### config.mk
export PLATFORM = sky130hd
export DESIGN_NAME = rx_ring_writer
export DESIGN_NICKNAME = d
export VERILOG_FILES = /design/src/rtl/rx_ring_writer.sv
export SDC_FILE = /design/constraint.sdc
export NUM_CORES = 1
export LEC_CHECK = 0
export BUFFER_PORTS_ARGS = -buffer_cell sky130_fd_sc_hd__buf_2
export CAP_MARGIN = 20
export CORE_ASPECT_RATIO = 1.5
export CORE_MARGIN = 2
export CORE_UTILIZATION = 45
export DETAILED_ROUTE_END_ITERATION = 6
export GPL_TIMING_DRIVEN = 1
export PLACE_DENSITY = 0.68
export SYNTH_ARGS = -nofsm -noshare
export SYNTH_HDL_FRONTEND = slang
export SYNTH_SLANG_ARGS = --single-unit
### constraint.sdc
create_clock -name clk -period 3.8 [get_ports clk]
set_clock_uncertainty 0.2 [all_clocks]
set_input_delay 0.57 -clock clk [delete_from_list [all_inputs] [get_ports clk]]
set_output_delay 0.57 -clock clk [all_outputs]
set_load 0.03 [all_outputs]
### src/rtl/rx_ring_writer.sv
module rx_ring_writer #(
  parameter int AW = 32,
  parameter int LW = 16,
  parameter logic [31:0] RING_BASE = 32'h0
) (
  input  logic          clk,
  input  logic          rst_n,
  input  logic          rx_en,
  input  logic          rx_stop,
  input  logic          short_rej,
  input  logic [1:0]    parse_depth,
  input  logic [4:0]    align_pad,
  input  logic [LW-1:0] max_buf_len,
  input  logic [LW-1:0] max_frame,
  input  logic          restart,
  input  logic          frame_req,
  input  logic [LW-1:0] frame_len,
  output logic          frm_acc,
  output logic          frm_drop,
  input  logic          in_valid,
  input  logic [7:0]    in_data,
  output logic          in_ready,
  output logic          mem_req,
  output logic          mem_we,
  output logic [AW-1:0] mem_addr,
  output logic [3:0]    mem_be,
  output logic [31:0]   mem_wdata,
  input  logic [31:0]   mem_rdata,
  output logic          ring_halted,
  output logic          buf_done,
  output logic          frame_done,
  output logic          frame_stat
);
  localparam int DESC_BYTES = 8;
  localparam int SW = LW + 1;

  typedef enum logic [2:0] {S_IDLE, S_RD0, S_RD1, S_RD2, S_FILL, S_WB} st_t;
  st_t st;

  logic [AW-1:0] ptr, start_ptr, d_buf;
  logic [15:0]   d_flags, new_flags;
  logic [LW-1:0] cnt;
  logic [SW-1:0] left, frm_size;
  logic [5:0]    fcb_left;
  logic          first, pending;

  logic [5:0]    fcb_len;
  logic          ok, take, fill_end, need_byte, wr_go;
  logic [AW-1:0] byte_addr, next_ptr;
  logic [7:0]    byte_val;
  logic          unused_len;

  assign unused_len = ^mem_rdata[15:0];
  assign fcb_len   = (parse_depth != 2'd0) ? 6'd8 + {1'b0, align_pad} : 6'd0;
  assign ok        = rx_en && !rx_stop && !ring_halted && !pending && st == S_IDLE &&
                     !(short_rej && frame_len < LW'(60));
  assign take      = frame_req && ok;
  assign fill_end  = (left == '0) || (cnt >= max_buf_len);
  assign need_byte = st == S_FILL && !fill_end && fcb_left == '0 && left > SW'(4);
  assign in_ready  = need_byte;
  assign wr_go     = st == S_FILL && !fill_end && (!need_byte || in_valid);
  assign byte_val  = need_byte ? in_data : 8'h00;
  assign byte_addr = d_buf + AW'(cnt);
  assign next_ptr  = d_flags[13] ? AW'(RING_BASE) : ptr + AW'(DESC_BYTES);

  always_comb begin
    new_flags = d_flags;
    if (cnt != '0) new_flags[15] = 1'b0;
    if (first)     new_flags[14] = 1'b1;
    if (left == '0) begin
      new_flags[10:0] = '0;
      new_flags[11]   = 1'b1;
      new_flags[5]    = frm_size >= {1'b0, max_frame};
      new_flags[3]    = frm_size < SW'(64);
    end
  end

  always_comb begin
    mem_req   = 1'b0;
    mem_we    = 1'b0;
    mem_addr  = ptr;
    mem_be    = 4'b0000;
    mem_wdata = '0;
    case (st)
      S_RD0: mem_req = 1'b1;
      S_RD1: begin mem_req = 1'b1; mem_addr = ptr + AW'(4); end
      S_FILL: begin
        mem_req   = wr_go;
        mem_we    = wr_go;
        mem_addr  = {byte_addr[AW-1:2], 2'b00};
        mem_be    = 4'b1000 >> byte_addr[1:0];
        mem_wdata = {4{byte_val}};
      end
      S_WB: begin
        mem_req   = 1'b1;
        mem_we    = 1'b1;
        mem_be    = 4'b1111;
        mem_wdata = {new_flags, 16'(cnt)};
      end
      default: ;
    endcase
  end

  always_ff @(posedge clk or negedge rst_n) begin
    if (!rst_n) begin
      st <= S_IDLE;
      ptr <= AW'(RING_BASE);
      start_ptr <= AW'(RING_BASE);
      d_buf <= '0;
      d_flags <= '0;
      cnt <= '0;
      left <= '0;
      frm_size <= '0;
      fcb_left <= '0;
      first <= 1'b0;
      pending <= 1'b0;
      ring_halted <= 1'b0;
      frm_acc <= 1'b0;
      frm_drop <= 1'b0;
      buf_done <= 1'b0;
      frame_done <= 1'b0;
      frame_stat <= 1'b0;
    end else begin
      frm_acc    <= take;
      frm_drop   <= frame_req && !take;
      buf_done   <= 1'b0;
      frame_done <= 1'b0;
      case (st)
        S_IDLE: begin
          if (ring_halted && restart) begin
            ring_halted <= 1'b0;
            start_ptr <= ptr;
            st <= S_RD0;
          end else if (take) begin
            pending   <= 1'b1;
            left      <= {1'b0, frame_len} + SW'(4) + SW'(fcb_len);
            frm_size  <= {1'b0, frame_len} + SW'(4);
            fcb_left  <= fcb_len;
            first     <= 1'b1;
            start_ptr <= ptr;
            st        <= S_RD0;
          end
        end
        S_RD0: st <= S_RD1;
        S_RD1: begin
          d_flags <= mem_rdata[31:16];
          st <= S_RD2;
        end
        S_RD2: begin
          d_buf <= mem_rdata[AW-1:0];
          if (!d_flags[15]) begin
            ptr <= next_ptr;
            ring_halted <= 1'b1;
            st <= S_IDLE;
          end else begin
            cnt <= '0;
            st <= S_FILL;
          end
        end
        S_FILL: begin
          if (fill_end) st <= S_WB;
          else if (wr_go) begin
            cnt  <= cnt + LW'(1);
            left <= left - SW'(1);
            if (fcb_left != '0) fcb_left <= fcb_left - 6'd1;
          end
        end
        S_WB: begin
          ptr   <= next_ptr;
          first <= 1'b0;
          if (left == '0) begin
            pending <= 1'b0;
            st <= S_IDLE;
            if (d_flags[12]) begin
              frame_done <= 1'b1;
              frame_stat <= 1'b1;
            end
          end else begin
            if (d_flags[12]) buf_done <= 1'b1;
            if (next_ptr == start_ptr) begin
              ring_halted <= 1'b1;
              st <= S_IDLE;
            end else st <= S_RD0;
          end
        end
        default: st <= S_IDLE;
      endcase
    end
  end

  a_r1_busy_refuse: assert property (@(posedge clk) disable iff (!rst_n)
    frame_req && pending |=> frm_drop && !frm_acc);
  a_r2_rx_off_refuse: assert property (@(posedge clk) disable iff (!rst_n)
    frame_req && (!rx_en || rx_stop) |=> frm_drop);
  a_r3_short_refuse: assert property (@(posedge clk) disable iff (!rst_n)
    frame_req && short_rej && frame_len < LW'(60) |=> frm_drop);
  a_r4_byte_goes_to_memory: assert property (@(posedge clk) disable iff (!rst_n)
    in_ready && in_valid |-> mem_req && mem_we && $onehot0(mem_be));
  a_r10_halt_blocks_input: assert property (@(posedge clk) disable iff (!rst_n)
    ring_halted |-> !in_ready);
  a_r11_done_ends_frame: assert property (@(posedge clk) disable iff (!rst_n)
    frame_done |-> frame_stat && !pending && !ring_halted);
  a_r11_stat_sticky: assert property (@(posedge clk) disable iff (!rst_n)
    $past(frame_stat) |-> frame_stat);
endmodule

Word level (Yosys, flattened, before mapping)
Index checks and enable logic that the tools add are counted.
- bits in read-only memories: 0
- memories: 0
- logic and storage cells: 150
- output and inout bits: 77
- bits in latches: 0
- register bits after elaboration: 179
- RAM bits: 0
- $mul: 0
- reduce and logical (&&, ||, !) cells: 46
- order comparisons: 5
- $add $sub $neg: 9
- divide/modulo/power cells: 0
- shift-type cells: 1
- multiplexer cells: 52
- eq/ne operators: 19
- bitwise logic cells: 1
- operators with widths (kind ; count):
    one-hot mux 32 bit (2 select lines) ; 3
    2-to-1 mux 32 bit ; 4
    2-to-1 mux 17 bit ; 4
    2-to-1 mux 16 bit ; 3
    2-to-1 mux 6 bit ; 6
    one-hot mux 17 bit (2 select lines) ; 1
    adder 32 x 16 -> 32 bit ; 1
    adder 32 x 3 -> 32 bit (second input constant) ; 1
    adder 32 x 4 -> 32 bit (second input constant) ; 1
    == test 32 bit ; 1
    one-hot mux 16 bit (2 select lines) ; 1
    != test 2 bit (second input constant) ; 10
    one-hot mux 3 bit (6 select lines) ; 1
    adder 16 x 3 -> 17 bit (second input constant) ; 1
    adder 17 x 6 -> 17 bit ; 1
    >= comparator 17 x 16 -> 1 bit ; 1
    > comparator 17 x 3 -> 1 bit (second input constant) ; 1
    zero test 17 bit ; 1
    less-than comparator 17 x 7 -> 1 bit (second input constant) ; 1
    subtractor 17 x 1 -> 17 bit (second input constant) ; 1
    adder 16 x 1 -> 16 bit (second input constant) ; 1
    >= comparator 16 bit ; 1
    less-than comparator 16 x 6 -> 1 bit (second input constant) ; 1
    2-to-1 mux 1 bit ; 16
    31 further kinds ; 70

Logic depth before layout (Yosys ltp)
Gate-level depths: netlist (run 1).
- word-level depth: 12
- depth in mapped cells: 15
- gate-level depth less buffers: 15

Least setup slack after synthesis (run 1)
No wires, ideal clock.
- kind: input to output
- start: input max_buf_len[5]
- end: output mem_req
- data required time: 3.030 ns
- slack: -0.408 ns
- stages on the path: 11
- arrival time: 3.438 ns
- path buffers: 1
- path through: inv_1 ha_1 a21o_1 a21o_1 a2111oi_0 o21ai_0 nor4b_1 or3_4 buf_6 o21ai_0 or2_2
- longest elaborated chain between the ends: 10
- RTL lines (item ; line ; source):
    from (decl) ; 13 ; input logic [LW-1:0] max_buf_len,
    >= comparator 16 bit * ; 58 ; assign fill_end = (left == '0) || (cnt >= max_buf_len);
    logical OR 1 bit * ; 58 ;
    zero test 1 bit * ; 59, 61 ;
    logical AND 1 bit * ; 59, 61 ;
    logical AND 1 bit (2 in a row) ; 59 ; assign need_byte = st == S_FILL && !fill_end && fcb_left == '0 && left > SW'(4);
    zero test 1 bit ; 61 ; assign wr_go = st == S_FILL && !fill_end && (!need_byte || in_valid);
    logical OR 1 bit ; 61 ;
    logical AND 1 bit * ; 61 ;
    one-hot mux 1 bit (2 select lines) * ; 84 ; case (st)
    to (decl) ; 23 ; output logic mem_req,
Every way passes the cells marked *; elsewhere a longest branch is shown, timed or not.

Worst setup path in the final report (run 1)
- start: register cnt[5]
- end: output mem_wdata[12]
- longest elaborated chain between the ends: 8
- RTL lines (item ; line ; source):
    from (decl) ; 42 ; logic [LW-1:0] cnt;
    from (signal assigned) ; 163 ; cnt <= cnt + LW'(1);
    >= comparator 16 bit ; 58 ;
    logical OR 1 bit ; 58 ;
    zero test 1 bit ; 59 ;
    logical AND 1 bit (3 in a row) ; 59 ;
    2-to-1 mux 8 bit ; 62 ; assign byte_val = need_byte ? in_data : 8'h00;
    one-hot mux 32 bit (2 select lines) ; 84 ;
    to (decl) ; 27 ; output logic [31:0] mem_wdata,
No other way between the ends.

==> impl_results.md, run 1 <==
- Post-Syn Area: 12800 µm²
- Clock insertion delay at the later pin of the skew report: 0.45 ns
- Clock slew at reported path FFs: 0.07 ns
- Rel. slew slack: 0.459
- Synth warn: 0
- 1st-pass router iterations: 5
- Max_cap viols: 0
- Seq/Total Area, Yosys: 0.349
- Diode count: 0
- Post-Synth Simple-Gate Area: 0.274
- Die ar.: 29900 µm²
- Detailed Route WL: 40900 µm
- Root buf cell: clkbuf_16
- TritonCTS clock tree: built
- Sequential power share: 0.476
- Area delta synth->final: 26.2%
- Worst EP required: 3.03 ns
- Core Region: 28100 µm²
- Final setup violation count: 45
- Tcrit/Tclk final: 1.05
- Combinational power share: 0.068
- Final Max Tran Viols: 0
- Final net count: 1979
- Vias: 12600
- Met1 WL: 16100 µm
- Failing checks: setup timing
- Startpoint types: flip-flop
- Ys async rst share: 1.00
- Top sig layer: met4
- Largest family of logic cells by synthesized area: simple AND/OR/NAND/NOR gates
- Final WS setup: -0.199 ns
- Worst hold path type: in2reg
- First-pass GRT wire length: 63200 µm
- Maximum VDD drop: 0.284 mV
- Met2 Wirelength: 20800 µm
- Static Leakage: 0.00729 µW
- GRT overflow: 0
- Final Hold Viols: 0
- Power per cell area: 247 nW/µm²
- Most common cell after layout, fill and taps aside: nand2_1
- Share of layout cells above drive strength 1: 0.264
- P_sw: 1050 µW
- Row cnt: 75
- Slew @ Worst Pin: 0.811 ns
- P_int: 2960 µW
- Vias in the first global route: 12300
- CTS Buf Count: 17
- Post-route setup TNS: -4.37 ns
- Drt first-iter violations: 963
- Post-place setup slack: -0.243 ns
- Die width: 142 µm
- Synthesized Nets: 1761
- Syn Area/Cell: 8.06 µm²
- I/O Pins: 180
- Main synth FF type: dfrtp_1
- Clk buf depth: 2
- Routed vias/inst: 5.83
- Max frequency: 250 MHz
- Starting Density: 0.458
- Hpwl dp: 30200 µm
- Data arrival, critical path: 3.23 ns
- Clock power share: 0.456
- Port bufs: 179
- Post-synthesis mux area share: 0.0416
- Sw frac: 0.261
- Crit path max fanout: 8
- H-Tree Level Count: 4
- Commonest cells after routing, fill and taps aside: nand2_1 (323), dfrtp_1 (173), buf_2 (124)
- RSZ-0062 raised after global routing: true
- Post-synth EDFFs: 0
- Die H: 211 µm
- Met3 Wirelength: 2050 µm
- Tmin final: 4.00 ns
- Gpl congestion: 0.893
- Crit end category: primary output
- Synth Area in Adders: 0.0645
- Largest net degree at the start of global routing: 82
- Total GRT Usage: 0.268
- Status: finished with violations
- Post-synth cell types: 77
- Avg WL per Cell: 18.8 µm
- Synth Area in Compound Gates: 0.158
- XOR/XNOR Fraction of Synth Area: 0.0648
- Syn Inst Count: 1593
- Drt drc: 0
- Number of synthesized register bits: 179
- Initial antenna violation count: 0
- Antenna violation net count after detailed routing: 0
- Clk sinks: 179
- Crit path kind: reg2out
-- per-stage QoR --
stage / util / hold slack (ns) / instances / total power, µW / instance area [µm²]
2_1_floorplan: - / 0.0744 / 1593 / 2060 / 12900
3_3_place_gp: 0.520 / 0.248 / 2122 / 2200 / 14600
3_5_place_dp: 0.520 / 0.250 / 2122 / 2200 / 14600
4_1_cts: 0.557 / 0.104 / 2161 / 4020 / 15600
5_1_grt: 0.578 / 0.119 / 2170 / 4140 / 16200
6_report: 0.578 / 0.123 / 2170 / 4000 / 16200
-- sequential cells by signal, summed over array words and instances, names as in the netlist --
signal,flops
d_buf,32
ptr,32
start_ptr,32
frm_size,17
left,17
cnt,16
d_flags,16
fcb_left,6
st,3
buf_done,1
first,1
frame_done,1
frame_stat,1
frm_acc,1
frm_drop,1
pending,1
ring_halted,1
-- worst max-delay path, stage by stage, from the launching register on --
cell and delay [ns]:
dfrtp_2 0.48, ha_4 0.26, a21o_1 0.15, a21o_1 0.18, a2111oi_4 0.30, o21ai_2 0.11
nor4b_4 0.14, or3_4 0.40, nor2b_4 0.14, buf_12 0.18, buf_8 0.14, nand2_4 0.06
nand2_2 0.08, buf_6 0.14
-- synthesized netlist by cell type (31+ instances only) --
cell | count | share of area
o21ai_0 | 118 | 0.046
inv_1 | 57 | 0.017
mux2_2 | 31 | 0.027
nand3_1 | 52 | 0.020
nor2_1 | 80 | 0.023
ha_1 | 63 | 0.061
xnor2_1 | 59 | 0.040
a21oi_1 | 78 | 0.030
dfrtp_1 | 179 | 0.35
clkbuf_1 | 70 | 0.020
xor2_1 | 36 | 0.025
nor3_1 | 44 | 0.017
nand2_1 | 354 | 0.10
-- layer usage --
layer  track usage  vias to the layer above
met1         0.323                     6067
met3        0.0370                      112
met5             0                        -
li1              -                     6007
met2         0.472                      455
met4         0.126                        0
-- power by group through the flow --
stage | Combinational [µW] | Sequential [µW] | Clock [µW]
floorplan | 119 | 1950 | 0
global placement | 255 | 1940 | 0
detailed placement | 260 | 1940 | 0
CTS | 267 | 1910 | 1840
global route | 306 | 1910 | 1930
finish | 273 | 1910 | 1820
-- path summary, 6_finish.rpt --
kind / start / to / slack, ns / depth (start not counted)
worst max register to register: ptr[17] / ring_halted / 0.29 / 9
max in group asynchronous: rst_n / cnt[5] / 2.07 / 3
worst min register to register: frm_size[3] / frm_size[3] / 0.28 / 2
min in group asynchronous: rst_n / ptr[22] / 0.51 / 2
worst max-delay path: cnt[5] / mem_wdata[12] / -0.20 / 13
worst min-delay path: mem_rdata[7] / d_buf[7] / 0.12 / 3
-- kinds of logic after synthesis --
| group | Yosys count |
|---|---|
| AO/OA/AOI/OAI | 325 |
| XOR/XNOR | 95 |
| adder cells (fa/ha/maj) | 65 |
| buffers and inverters | 149 |
| flip-flops | 179 |
| multiplexers | 49 |
| AND/OR/NAND/NOR | 731 |
-- what timing repair did --
action                                  4_1_cts  5_1_grt
resized for setup                           115      128
endpoints found under the setup margin       56       55
hold buffers                                  1        0
setup buffers                                 7       11
pin swaps                                    18       28
hold endpoints to repair                     65        0
-- cell type report --
type | instances | area [µm²]
Fill cell | 2500 | 11900
Multi-Input combinational cell | 1265 | 8380
Timing Repair Buffer | 289 | 2090
Sequential cell | 179 | 4490
Inverter | 59 | 224
Clock buffer | 17 | 425
Clock inverter | 15 | 165
Tap cell | 346 | 433
(Power assumes the default switching activity.)
==> inputs of run 2 (changes only) <==
CORE_UTILIZATION = 35   (was 45)
PLACE_DENSITY = not set   (was 0.68)
SLEW_MARGIN = 0   (was not set)
clock period = 4.8 ns   (was 3.8 ns; I/O delays follow)
==> run 2 against run 1 <==
Effect of this change:
- the run now ends clean
- die area is 28% higher
- cell count is 2.6% higher
- via count is 4.3% lower
- setup slack better by 0.41 ns
- global-route usage is 5.7 points lower
- sequential power is 21% lower
- critical path type unchanged
- highest routed layer unchanged
==> impl_results.md, run 2 (synthesis gave the netlist of run 1 again) <==
- Critical Path Start: cnt[5]
- FF-to-FF End: st[0]
- Sequential power share: 0.484 (+0.008)
- Largest registers: d_buf (32), ptr (32), start_ptr (32)
- First-pass GRT wire length: 63600 µm (+0.62%)
- Drt first-iter violations: 747 (-22%)
- Max frequency: 218 MHz
- Overall Power: 3120 µW (-22%)
- Port bufs: 179 (unchanged)
- Total GRT Usage: 0.211 (-0.0572)
- Vias in the first global route: 11800 (-4.1%)
- Final instance area: 14800 µm² (-8.6%)
- Crit path kind: reg2out
- Die width: 160 µm (+13%)
- Post-route setup TNS: 0 ns (+4.37 ns)
- Starting Density: 0.356 (-0.101)
- Post-place setup slack: 0.447 ns (+0.690 ns)
- Avg WL per Cell: 18.2 µm (-3.2%)
- CTS Buf Count: 17 (unchanged)
- Crit end category: primary output
- Core Region: 36100 µm² (+28%)
- Power per cell area: 210 nW/µm² (-15%)
- Rel. slew slack: 0.354 (-0.105)
- 1st-pass router iterations: 5 (unchanged)
- Status: completed
- I/O Pins: 180 (unchanged)
- Area delta synth->final: 15.4%
- Flop2flop setup slack: 0.83 ns (+0.54 ns)
- CTS Hold Buffers Added: 0 (-1)
- GRT overflow: 0 (unchanged)
- Detailed Route WL: 40600 µm (-0.70%)
- P_sw: 816 µW (-22%)
- Final Max Tran Viols: 0 (unchanged)
- RSZ-0062 raised after global routing: false
- Die H: 239 µm (+13%)
- Tmin final: 4.59 ns
- Worst hold path type: in2async
- CP endpoint: mem_wdata[0]
- Hpwl dp: 31100 µm (+3.0%)
- H-Tree Level Count: 4 (unchanged)
- Data arrival, critical path: 3.67 ns (+0.44 ns)
- Gpl congestion: 0.909 (+1.8%)
- Final WS setup: 0.213 ns (+0.412 ns)
- Share of layout cells above drive strength 1: 0.180 (-0.0841)
- Final Hold Viols: 0 (unchanged)
- Row cnt: 85 (+13%)
- TritonCTS clock tree: built
- Antenna violation net count after detailed routing: 0 (unchanged)
- Startpoint types: flip-flop
- Min Hold Slack: 0.0492 ns (-0.0739 ns)
- Slew @ Worst Pin: 0.960 ns (+0.148 ns)
- Clock slew at reported path FFs: 0.07 ns (about the same)
- Drt drc: 0 (unchanged)
- Vias: 12100 (-4.3%)
- Placed cell areas: 14200 µm² (-2.5%)
- Final net count: 1903 (-3.8%)
- Combinational power share: 0.067 (about the same)
- Root buf cell: clkbuf_16
- Clk sinks: 179 (unchanged)
- Clock insertion delay at the later pin of the skew report: 0.46 ns (about the same)
- FF-to-FF Start: ptr[4]
- Clk buf depth: 2 (unchanged)
- Commonest cells after routing, fill and taps aside: nand2_1 (354), dfrtp_1 (178), buf_2 (177)
- Tcrit/Tclk final: 0.956
- Static Leakage: 0.00673 µW (-7.7%)
- P_int: 2300 µW (-22%)
- R2R depth: 11 (+2)
- Die ar.: 38300 µm² (+28%)
- Max_cap viols: 0 (unchanged)
- Routed vias/inst: 5.43 (-6.8%)
- Worst EP required: 3.88 ns (+0.85 ns)
- Initial antenna violation count: 0 (unchanged)
- Most common cell after layout, fill and taps aside: nand2_1
- Largest net degree at the start of global routing: 82 (unchanged)
- Clock power share: 0.449 (-0.007)
- Final setup violation count: 0 (-100%)
- Sw frac: 0.262 (+0.000505)
- FILL cells: 3693 (+48%)
- Maximum VDD drop: 0.205 mV (-28%)
- Crit path max fanout: 13 (+5)
[run 2: worst max-delay path: stages (launching register included)]
cell and delay [ns]:
dfrtp_2 0.49, ha_1 0.32, a21o_1 0.18, a21o_1 0.17
a2111oi_1 0.38, o21ai_0 0.16, nor4b_1 0.19, or3_4 0.49
nor2b_1 0.17, buf_4 0.18, nand2_1 0.13, o21ai_0 0.11
buf_2 0.23
[run 2: through the flow]
stage,cells,util
final,2227,0.411
after global placement,2194,0.394
after floorplan,1593,-
after detailed placement,2194,0.394
after CTS,2226,0.410
after global routing,2226,0.411
[run 2: timing repair]
action / in CTS / in global routing
endpoints found under the hold margin: 0 / 0
setup endpoints to repair: 0 / 41
buffers inserted: 0 / 0
gates resized for setup: 0 / 9
[run 2: how the worst min path moves through the flow]
| stage | slack [ns] | end | from |
|---|---|---|---|
| floorplan | 0.22 | buf_done | rst_n |
| finish | 0.05 | frm_size[3] | rst_n |
| CTS | 0.08 | frm_size[3] | rst_n |
| detailed placement | 0.26 | frame_stat | frame_stat |
| global route | 0.11 | frm_size[2] | rst_n |
| global placement | 0.25 | frame_stat | frame_stat |
[run 2: layout make-up]
| cell class | instances | area [µm²] | area share |
|---|---|---|---|
| multi-input combinational | 1265 | 7770 | 0.524 |
| clock inverter | 14 | 134 | 0.00904 |
| inverter | 59 | 221 | 0.0149 |
| tap | 478 | 598 | 0.0404 |
| clock buffer | 18 | 439 | 0.0296 |
| timing repair buffer | 213 | 1170 | 0.0791 |
| sequential | 179 | 4480 | 0.302 |
| antenna | 1 | 2.50 | 0.000169 |
[run 2: routing by layer]
layer,up-vias,routed length [µm],track usage
met5,-,0,0
met2,316,21400,0.393
li1,5867,-,-
met4,0,839,0.0661
met1,5865,16800,0.249
met3,47,1490,0.0291
[run 2: power by group through the flow]
| stage | registers, µW | clock network, µW | logic [µW] |
|---|---|---|---|
| floorplan | 1540 | 0 | 94.1 |
| global placement | 1540 | 0 | 206 |
| detailed placement | 1540 | 0 | 208 |
| CTS | 1510 | 1430 | 211 |
| global route | 1510 | 1480 | 234 |
| finish | 1510 | 1400 | 207 |
==> inputs of run 3 (changes only) <==
ABC_AREA = 1   (was not set)
==> run 3 against run 2 <==
Effect of this change:
- via count is 9.9% higher
- hold slack worse by 0.026 ns
- utilization is 0.57 points lower
- register-to-register slack better by 0.70 ns
- final area is 2.7% higher
- die area is 3.5% higher
- critical path depth stayed put
- critical path type unchanged
- largest cell class unchanged
- highest routed layer unchanged
==> impl_results.md, run 3 <==
- Slew @ Worst Pin: 0.977 ns (+0.0174 ns)
- Row cnt: 87 (+2.4%)
- Post-CTS setup buffers: 0 (unchanged)
- Port bufs: 179 (unchanged)
- FF-to-FF End: left[4]
- Die width: 163 µm (+1.7%)
- Slowest cell on the critical path: o21ai_0
- CTS resizes: 0 (unchanged)
- Synth warn: 0 (unchanged)
- Area contributors post-synth: dfrtp_1 (34%), nand2_1 (13%), o21ai_0 (7.8%)
- GRT overflow: 0 (unchanged)
- Largest registers: d_buf (32), ptr (32), start_ptr (32)
- 1st-pass router iterations: 5 (unchanged)
- Status: completed
- Root buf cell: clkbuf_16
- Worst hold path type: in2async
- Total GRT Usage: 0.229 (+0.0176)
- Detailed Route WL: 44500 µm (+9.7%)
- Starting Density: 0.354 (-0.00218)
- Vias in the first global route: 13100 (+11%)
- Core Region: 37600 µm² (+4.2%)
- Final Max Tran Viols: 0 (unchanged)
- GRT Max-Usage Layer: met2
- Maximum VDD drop: 0.231 mV (+13%)
- I/O Pins: 180 (unchanged)
- Initial antenna violation count: 0 (unchanged)
- Critical Path Start: cnt[0]
- Post-Route Utilization: 0.405 (-0.00570)
- Synth Area in Compound Gates: 0.155 (-0.00302)
- M2 GR Usage: 0.420 (+0.0271)
- Seq/Total Area, Yosys: 0.337 (-0.0119)
- XOR/XNOR Fraction of Synth Area: 0.0257 (-0.0391)
- Largest net degree at the start of global routing: 120 (+46%)
- Number of synthesized register bits: 179 (unchanged)
- Met3 Usage GRT: 0.0284 (-0.000780)
- TritonCTS clock tree: built
- Top-count cell post-synth: nand2_1
- First-pass GRT wire length: 70000 µm (+10%)
- Largest family of logic cells by synthesized area: simple AND/OR/NAND/NOR gates
- Vias: 13300 (+9.9%)
- H-Tree Level Count: 4 (unchanged)
- Startpoint types: flip-flop
- Final Hold Viols: 0 (unchanged)
- Top-area cell type share of the netlist area: 0.337 (-0.0119)
- Crit path kind: reg2out
- Placed Cells incl. Taps: 2536 (+16%)
- Clk sinks: 179 (unchanged)
- Max_cap viols: 0 (unchanged)
- Crit end category: primary output
- Syn Area/Cell: 6.93 µm² (-14%)
- Final net count: 2234 (+17%)
- Critical Path Max Stage Delay: 0.47 ns (-0.02 ns)
- Die H: 243 µm (+1.7%)
- Post-route setup TNS: 0 ns (unchanged)
- Post-Synth Simple-Gate Area: 0.311 (+0.0369)
- Final setup violation count: 0 (unchanged)
- Commonest cells after routing, fill and taps aside: nand2_1 (476), inv_1 (259), o21ai_0 (207)
- Clock insertion delay at the later pin of the skew report: 0.46 ns (about the same)
- Clk buf depth: 2 (unchanged)
- Placed cell areas: 14600 µm² (+2.9%)
- Hpwl dp: 35200 µm (+13%)
- Most frequent cells after synthesis: nand2_1 (477), inv_1 (259), o21ai_0 (207)
- Tmin final: 4.35 ns (-0.234 ns)
- Diode count: 0 (-1)
- Post-Syn Area: 13300 µm² (+3.5%)
- Final instance area: 15200 µm² (+2.7%)
- Power per cell area: 216 nW/µm² (+2.6%)
- CTS Hold Buffers Added: 0 (unchanged)
- Avg WL per Cell: 17.3 µm (-4.9%)
- Worst EP required: 3.88 ns (about the same)
- FF-to-FF Start: st[1]
- Routed vias/inst: 5.18 (-4.7%)
- Flop2flop setup slack: 1.53 ns (+0.70 ns)
- CTS Buf Count: 17 (unchanged)
- Most common cell after layout, fill and taps aside: nand2_1
- Reg area: 4480 µm² (about the same)
- RSZ-0062 raised after global routing: false
- FILL cells: 3963 (+7.3%)
- Yosys top cell by area: dfrtp_1
- Final Instance Count excl. Fillers: 2568 (+15%)
- Drt drc: 0 (unchanged)
- Post-synth cell types: 49 (-36%)
- Tcrit/Tclk final: 0.907 (-0.0487)
- Post-synth EDFFs: 0 (unchanged)
- Drt first-iter violations: 976 (+31%)
- Die ar.: 39600 µm² (+3.5%)
- Rel. slew slack: 0.346 (-0.00801)
- Clock slew at reported path FFs: 0.08 ns (about the same)
- Crit path max fanout: 7 (-6)
- Gpl congestion: 0.951 (+4.6%)
- Max frequency: 230 MHz (+5.4%)
- Main synth FF type: dfrtp_1
- Cell breakdown of the critical path: ha_1 > fa_1 > nand3_1 > a31oi_1 > nor2_1 > o21ai_1 > a21oi_1 > o21ai_2 > nand3_1 > o21ai_0 > o21ai_0 > buf_2
- Area of the multi-input gates: 7550 µm² (-2.7%)
- Antenna violation net count after detailed routing: 0 (unchanged)
- Synthesized Nets: 2087 (+19%)
- Synth Area in Adders: 0.0623 (-0.00220)
- R2R depth: 14 (+3)
- Data arrival, critical path: 3.43 ns (-0.24 ns)
- Met1 Use GR: 0.258 (+0.00885)
- Static Leakage: 0.00784 µW (+16%)
- Post-synthesis mux area share: 0.0136 (-0.0281)
- Ys async rst share: 1.00 (unchanged)
- Share of layout cells above drive strength 1: 0.151 (-0.0286)
- Syn Inst Count: 1919 (+20%)
- Area delta synth->final: 14.5%
run 3: cell types whose count changed in the layout (fill, tap and decap cells not counted), moves of 16 or more:
| cell | delta |
|---|---|
| nand2_1 | +122 |
| nor2_1 | +68 |
| buf_4 | -26 |
| nand2b_1 | -18 |
| nand4_1 | +22 |
| inv_1 | +202 |
| and3_1 | -18 |
| o21ai_0 | +91 |
| xnor2_1 | -55 |
| or3_1 | -16 |
| nand3_1 | +68 |
| nand2_2 | +16 |
| nor2b_1 | -21 |
run 3: final cells by class:
cell class / count / area share
clock buffers: 19 / 0.0284
flip-flops and latches: 179 / 0.294
inverters: 269 / 0.0664
multi-input cells: 1411 / 0.496
repair buffers: 188 / 0.0645
clock inverters: 13 / 0.00970
well taps: 489 / 0.0402
run 3: report_power, final:
group | switching (µW) | internal (µW) | leakage (µW)
sequential | 14.2 | 1530 | 0.00207
combinational | 185 | 111 | 0.00548
clock | 666 | 777 | 0.000288
run 3: worst max path at each step:
stage	end	cells after the start
global placement	mem_wdata[21]	13
global route	mem_addr[24]	12
CTS	mem_wdata[29]	11
finish	mem_addr[24]	12
floorplan	mem_wdata[15]	12
detailed placement	mem_wdata[29]	13
run 3: per-stage QoR:
stage,setup WS [ns],hold slack (ns),power [µW]
6_report,0.446,0.0232,3280
5_1_grt,0.267,0.0692,3420
4_1_cts,0.437,0.0500,3320
3_5_place_dp,0.606,0.269,1870
3_3_place_gp,0.671,0.256,1870
2_1_floorplan,1.21,0.224,1740
run 3: kinds of logic (layout without fill, tap and decap cells):
logic type / count (synthesis) / count (layout)
XOR/XNOR: 39 / 39
multiplexers: 16 / 16
AO/OA/AOI/OAI: 374 / 374
AND/OR/NAND/NOR: 917 / 917
adder cells (fa/ha/maj): 65 / 65
buffers and inverters: 329 / 489
flip-flops: 179 / 179
run 3: per-layer routing:
layer / vias to the layer above / wire length (µm)
met3: 107 / 1950
met4: 0 / 2020
met2: 394 / 23200
met1: 6176 / 17400
li1: 6620 / -
met5: - / 0
run 3: critical path, delay by kind of cell (launching register included):
| family | cells | cell delay (ns) |
|---|---|---|
| AO/OA/AOI/OAI | 6 | 1.19 |
| adder cells (fa/ha/maj) | 2 | 0.64 |
| flip-flops | 1 | 0.43 |
| AND/OR/NAND/NOR | 3 | 0.43 |
| buffers and inverters | 1 | 0.30 |
